[config.mk]
export PLATFORM = sky130hd
export DESIGN_NAME = strobe_fifo
export DESIGN_NICKNAME = d
export VERILOG_FILES = /design/src/rtl/strobe_fifo.sv
export SDC_FILE = /design/constraint.sdc
export NUM_CORES = 1
export LEC_CHECK = 0
export ABC_AREA = 1
export BUFFER_PORTS_ARGS = -buffer_cell sky130_fd_sc_hd__buf_2
export CAP_MARGIN = 20
export CORE_AREA = 2 2 155 157
export CTS_CLUSTER_DIAMETER = 120
export DETAILED_ROUTE_END_ITERATION = 12
export DIE_AREA = 0 0 157 159
export PLACE_DENSITY = 0.79
export SLEW_MARGIN = 20
export SYNTH_ARGS = -nofsm -noshare
export SYNTH_HDL_FRONTEND = slang
export SYNTH_SLANG_ARGS = --single-unit
[constraint.sdc]
create_clock -name clk -period 5.3 [get_ports clk]
set_input_delay 0.53 -clock clk [delete_from_list [all_inputs] [get_ports clk]]
set_output_delay 0.53 -clock clk [all_outputs]
set_load 0.01 [all_outputs]
[src/rtl/strobe_fifo.sv]
module strobe_fifo #(
  parameter int DEPTH = 64,
  parameter int WIDTH = 4
) (
  input  logic             clk,
  input  logic             rst_n,
  input  logic             shift_in,
  input  logic             shift_out,
  input  logic [WIDTH-1:0] din,
  output logic [WIDTH-1:0] dout,
  output logic             in_ready,
  output logic             out_ready
);
  localparam int AW = $clog2(DEPTH);
  localparam int CW = AW + 1;

  logic [WIDTH-1:0] mem [DEPTH];
  logic [AW-1:0]    wr_ptr, rd_ptr;
  logic [CW-1:0]    cnt;
  logic [1:0]       si_sync, so_sync;
  logic             si_s, so_s;
  logic             taken, armed, ov;
  logic             full, push, pop, load;

  assign si_s = si_sync[1];
  assign so_s = so_sync[1];
  assign full = (cnt == CW'(DEPTH));
  assign push = si_s && !taken && !full;
  assign pop  = !so_s && armed;
  assign load = !ov && (cnt != '0) && !(cnt == CW'(1) && si_s);

  assign in_ready  = !full && !taken;
  assign out_ready = ov && !armed;

  always_ff @(posedge clk or negedge rst_n) begin
    if (!rst_n) begin
      si_sync <= '0;
      so_sync <= '0;
    end else begin
      si_sync <= {si_sync[0], shift_in};
      so_sync <= {so_sync[0], shift_out};
    end
  end

  always_ff @(posedge clk) begin
    if (push) mem[wr_ptr] <= din;
  end

  always_ff @(posedge clk or negedge rst_n) begin
    if (!rst_n) begin
      wr_ptr <= '0;
      rd_ptr <= '0;
      cnt    <= '0;
      taken  <= 1'b0;
      armed  <= 1'b0;
      ov     <= 1'b0;
      dout   <= '0;
    end else begin
      if (push) wr_ptr <= wr_ptr + 1'b1;
      cnt <= cnt + CW'(push) - CW'(pop);
      if (!si_s) taken <= 1'b0;
      else if (push) taken <= 1'b1;
      if (pop) begin
        armed <= 1'b0;
        ov    <= 1'b0;
      end else if (load) begin
        ov     <= 1'b1;
        dout   <= mem[rd_ptr];
        rd_ptr <= rd_ptr + 1'b1;
      end else if (so_s && ov) begin
        armed <= 1'b1;
      end
    end
  end

  a_r2_no_push_full: assert property (@(posedge clk) disable iff (!rst_n)
    (full && !pop) |=> full);
  a_r3_no_pop_empty: assert property (@(posedge clk) disable iff (!rst_n)
    (cnt == '0 && !push) |=> (cnt == '0));
  a_r4_ir_low_full: assert property (@(posedge clk) disable iff (!rst_n)
    full |-> !in_ready);
  a_r5_or_low_empty: assert property (@(posedge clk) disable iff (!rst_n)
    (cnt == '0) |-> !out_ready);
  a_r8_hold_dout: assert property (@(posedge clk) disable iff (!rst_n)
    (cnt == '0) |=> $stable(dout));
  a_r9_reset_state: assert property (@(posedge clk)
    !rst_n |-> (dout == '0 && in_ready && !out_ready));
endmodule

### Yosys cells after proc, flatten, opt, wreduce, memory -nomap -nowiden

Memories as Yosys holds them, arrays and structs flattened. A register that Yosys moved wholly into a read port is not among the register bits.
Index checks and enable logic that the tools add are counted.

* reductions and logical operators: 21
* mux-type cells: 9
* eq/ne operators: 4
* multipliers: 0
* magnitude comparators: 0
* $add $sub $neg: 4
* divide/modulo/power cells: 0
* shift-type cells: 0
* bitwise operators: 1

Operators by type and width (number)
* $add A6 B1 Y6 const B: 2
* $logic_and A1 B1 Y1: 9
* $mux W1: 9
* $add A7 B1 Y7: 1
* $eq A7 B1 Y1 const B: 1
* $eq A7 B7 Y1 const B: 1
* $logic_not A1 Y1: 7
* $reduce_bool A7 Y1: 1
* $sub A7 B1 Y7: 1
* $reduce_and A2 Y1: 2
* $reduce_bool A2 Y1: 2
* $ne A2 B1 Y1 const B: 1
* $ne A2 B2 Y1 const B: 1
* $not A1 Y1: 1

* input bits: 8
* ROM bits: 0
* memories: 1
* register bits: 26
* RAM bits: 256
* output and inout port bits: 6
* latch bits: 0

Memory list
* mem: depth 64, width 4, read ports 1, clocked after memory_dff 1, wr ports 1, RTL line 17 `logic [WIDTH-1:0] mem [DEPTH];`

### Longest topological paths before layout

* word-level depth: 6
* depth in mapped cells: 18

### Least setup slack after synthesis

OpenSTA, ideal clock, no wires.

* path kind: register to register
* from: register cnt[2]
* to: register cnt[6]
* library setup time: 79 ps
* cell stages (with the launch flop): 19
* arrival: 2594 ps
* setup slack: 2627 ps
* required time: 5221 ps
* cell sequence: dfrtp_1 inv_1 ha_1 nand3_1 nor2_1 nand2_1 inv_1 nor2_2 nand2_2 ha_1 inv_1 ha_1 fa_1 a21oi_1 o21bai_1 a21oi_1 nor2_1 nor2_1 xor2_1

* cells in the longest elaborated chain, start to end: 5

Ends and longest elaborated chain
* start: declaration: RTL line 19 `logic [CW-1:0] cnt;`
* start signal: assignment: RTL line 60 `cnt <= cnt + CW'(push) - CW'(pop);`
* $eq A7 B7 Y1: RTL line 27 `assign full = (cnt == CW'(DEPTH));`
* $logic_not A1 Y1: RTL line 28 `assign push = si_s && !taken && !full;`
* $logic_and A1 B1 Y1: RTL line 28
* $add A7 B1 Y7 (*): RTL line 60
* $sub A7 B1 Y7 (*): RTL line 60

Every way passes the cells marked *; elsewhere a longest branch is shown, timed or not.
A chain may end at the register's enable or synchronous reset.

==> flow_summary.json <==
{
  "dieHeight_um": 159,
  "cts_resized": 0,
  "hpwl_um": 16090,
  "syn_inst": 1211,
  "antenna_found_initial": 0,
  "gp_congestion": 0.8450,
  "p_seq_share_pct": 41.7,
  "synth_top_area_share_pct": 61.15,
  "synth_area_leaders": "edfxtp_1 (61%), nand2_1 (11%), dfrtp_1 (6.0%)",
  "dieWidth_um": 157,
  "drive_above_1_share_pct": 5.930,
  "core_area_um2": 23190,
  "worst_pin_slew_ns": 1.011,
  "min_period_ns": 2.992,
  "powerDensity_nw_per_um2": 495.8,
  "worstPathArrival_ns": 3.44,
  "grt_pass1_wl_um": 43590,
  "clk_pin_slew_ns": 0.06,
  "maxCapViolCount": 0,
  "clk_latency_ns": 0.56,
  "critical_path.max_stage_delay_ns": 0.78,
  "slew_headroom_pct": 32.48,
  "area_growth_pct": 8.628,
  "fin_tns_setup_ns": 0,
  "cts_buffers": 28,
  "combinationalPowerShare_pct": 30.5,
  "rows": 56,
  "async_flop_share_pct": 10.49,
  "grt_overflow": 0,
  "power_switching_mw": 2.508,
  "outcome": "complete, no violations",
  "crit_chain": "inv_4, buf_4, nand2_1, nand3_1, nand2_1, nand2_1, nand2_1, nor2_1, nand2_1, nand3_1, nand2_1, nand2_1, nand2_1",
  "place.port_buffers": 13,
  "ys_ff_latch": 286,
  "cts_buffer_depth": 3,
  "grt_pass1_vias": 8339,
  "utilization_pct": 58.89,
  "synthTopCellsByCount": "nand2_1 (367), edfxtp_1 (256), nor2_1 (167)",
  "hold_viol": 0,
  "clock.fmax_mhz": 334.2,
  "ys.flop_type": "edfxtp_1",
  "path_max_fanout": 87,
  "crit_top_cell": "nand2_1",
  "required_ns": 5.75,
  "timing.final.max_slew_violations": 0,
  "cp-start-kind": "register",
  "antenna_cells": 0,
  "synth_edf_count": 256,
  "num_vias": 8425,
  "skew_ns": 0.01994,
  "pin_count": 14,
  "min_period_over_period_pct": 56.45,
  "syn_nets": 1231,
  "clockPowerShare_pct": 27.8,
  "nets": 1230,
  "avgSynthCellArea_um2": 10.38,
  "final-setup-viol-count": 0,
  "track_usage_pct": 22.44,
  "cpMaxStageDelayCell": "inv_4",
  "ys_types": 30,
  "clkSinkCount": 286,
  "vdd.ir_drop.worst_mv": 0.3603,
  "cts_setup_buffers": 0,
  "wire_per_inst_um": 17.92,
  "start_util_pct": 54.21,
  "syn-cell-area_um2": 12570,
  "crit_path_end_kind": "register",
  "htree_levels": 1,
  "first_pass_iters": 8,
  "dieArea_um2": 24960,
  "drt_wl_total_um": 27770,
  "hold_path_class": "in -> async",
  "p_leak_nw": 5.468,
  "postRouteAntennaNets": 0,
  "drc_errors": 0,
  "internal_power_mw": 4.263,
  "via_per_inst": 5.435,
  "p_sw_share_pct": 37.04,
  "crit_type": "reg -> reg",
  "rsz0062_at_grt": "false",
  "drtIter0Drc": 928,
  "synth.most_common_cell": "nand2_1",
  "root_buffer": "clkbuf_16",
  "yosys_warnings": 0,
  "yosys.area.top_type": "edfxtp_1",
  "grt_max_degree": 88,
  "ys_seq_area_share_pct": 67.12,
  "ctsHoldBuffers": 0,
  "cts_tree": "yes"
}
-- cell type report --
type                            instances  area (um2)
Fill cell                            1859        9535
Clock buffer                           35       726.9
Timing Repair Buffer                   20       117.6
Sequential cell                       286        8443
Clock inverter                         16       135.1
Multi-Input combinational cell        750        3367
Inverter                              124       467.9
Tap cell                              319       399.1
-- critical path: cells and delay by family, from the launching register on --
| kind | cells | cell delay [ns] |
|---|---|---|
| DFF | 1 | 0.75 |
| buffers and inverters | 2 | 1.28 |
| and+or+nand+nor | 11 | 0.80 |
-- per-layer routing --
| metal | part of all wire [%] | GRT usage, % | up-vias |
|---|---|---|---|
| met5 | 0 | 0 | - |
| met4 | 3.7 | 8.841 | 0 |
| met3 | 8.2 | 3.402 | 75 |
| met2 | 49 | 37.22 | 379 |
| met1 | 39 | 29.92 | 4014 |
| li1 | - | - | 3957 |
-- registers in the layout (all words and copies together) (netlist names) --
signal	cells
mem	256
cnt	7
rd_ptr	6
wr_ptr	6
dout	4
si_sync	2
so_sync	2
armed	1
ov	1
taken	1
-- cells in the final DEF (no fill, tap or decap) --
| cell | netlist | routed |
|---|---|---|
| xor2_1 | 16 | 16 |
| nand4_4 | 6 | 6 |
| fa_1 | 1 | 1 |
| inv_6 | 0 | 1 |
| dfrtp_4 | 0 | 1 |
| dfrtp_1 | 30 | 28 |
| o21bai_1 | 1 | 1 |
| o21ai_1 | 9 | 9 |
| nand2_2 | 1 | 1 |
| dfrtp_2 | 0 | 1 |
| clkbuf_16 | 0 | 28 |
| inv_4 | 1 | 1 |
| edfxtp_1 | 256 | 256 |
| a21oi_1 | 20 | 20 |
| clkinv_2 | 0 | 4 |
| buf_4 | 4 | 7 |
| o21a_1 | 1 | 1 |
| o2111ai_1 | 1 | 1 |
| nand4_1 | 1 | 1 |
| ha_1 | 11 | 11 |
| nand2_1 | 367 | 367 |
| nand3_1 | 112 | 112 |
| buf_2 | 26 | 13 |
| nor2_2 | 1 | 1 |
| clkinv_8 | 0 | 1 |
| inv_1 | 116 | 116 |
| clkinv_1 | 2 | 10 |
| nor4_1 | 1 | 1 |
| clkbuf_1 | 12 | 7 |
| or2_0 | 4 | 4 |
| inv_2 | 5 | 5 |
| o21ai_0 | 29 | 29 |
| bufinv_16 | 0 | 2 |
| nor2_1 | 167 | 167 |
| nand4_2 | 1 | 1 |
-- cells by family (layout without fill, tap and decap cells) --
group	after synthesis	after routing	share of synthesized area [%]
flops	286	286	67.12
xor+xnor	16	16	1.115
compound gates	61	61	2.498
buf+inv	175	195	6.101
simple gates	661	661	21.91
fa+ha+maj	12	12	1.254
-- power groups by stage --
stage                     Sequential [mW]  Clock (mW)  Combinational [mW]
after global routing                 2.83        1.98                2.30
after CTS                            2.81        1.90                2.05
final                                2.82        1.88                2.07
after detailed placement             2.86           0                2.03
after floorplan                      2.70           0                1.66
after global placement               2.84           0                1.97
-- final timing paths --
check,startpoint,end,slack [ns],cells past startpoint
worst min-delay path,rst_n,so_sync[1]$_DFF_PN0_,0.04,1
worst max register to register,rd_ptr[0]$_DFFE_PN0P_,dout[3]$_DFFE_PN0P_,2.31,13
min in group clk,shift_out,so_sync[0]$_DFF_PN0_,0.08,1
worst min register to register,so_sync[0]$_DFF_PN0_,so_sync[1]$_DFF_PN0_,0.35,0
max in group asynchronous,rst_n,rd_ptr[0]$_DFFE_PN0P_,4.70,1
worst max-delay path,rd_ptr[0]$_DFFE_PN0P_,dout[3]$_DFFE_PN0P_,2.31,13
-- metrics by stage --
stage	area (um2)	total power, mW	setup slack [ns]	cells	hold slack [ns]
finish	13660	6.771	2.308	1550	0.03973
global route	13660	7.116	1.996	1550	0.07419
CTS	13660	6.762	2.330	1550	0.05086
detailed placement	12790	4.889	2.354	1499	0.3435
global placement	12790	4.815	2.422	1499	0.3353
floorplan	12570	4.362	2.627	1211	0.2344
Power figures use the tool's default switching activity.
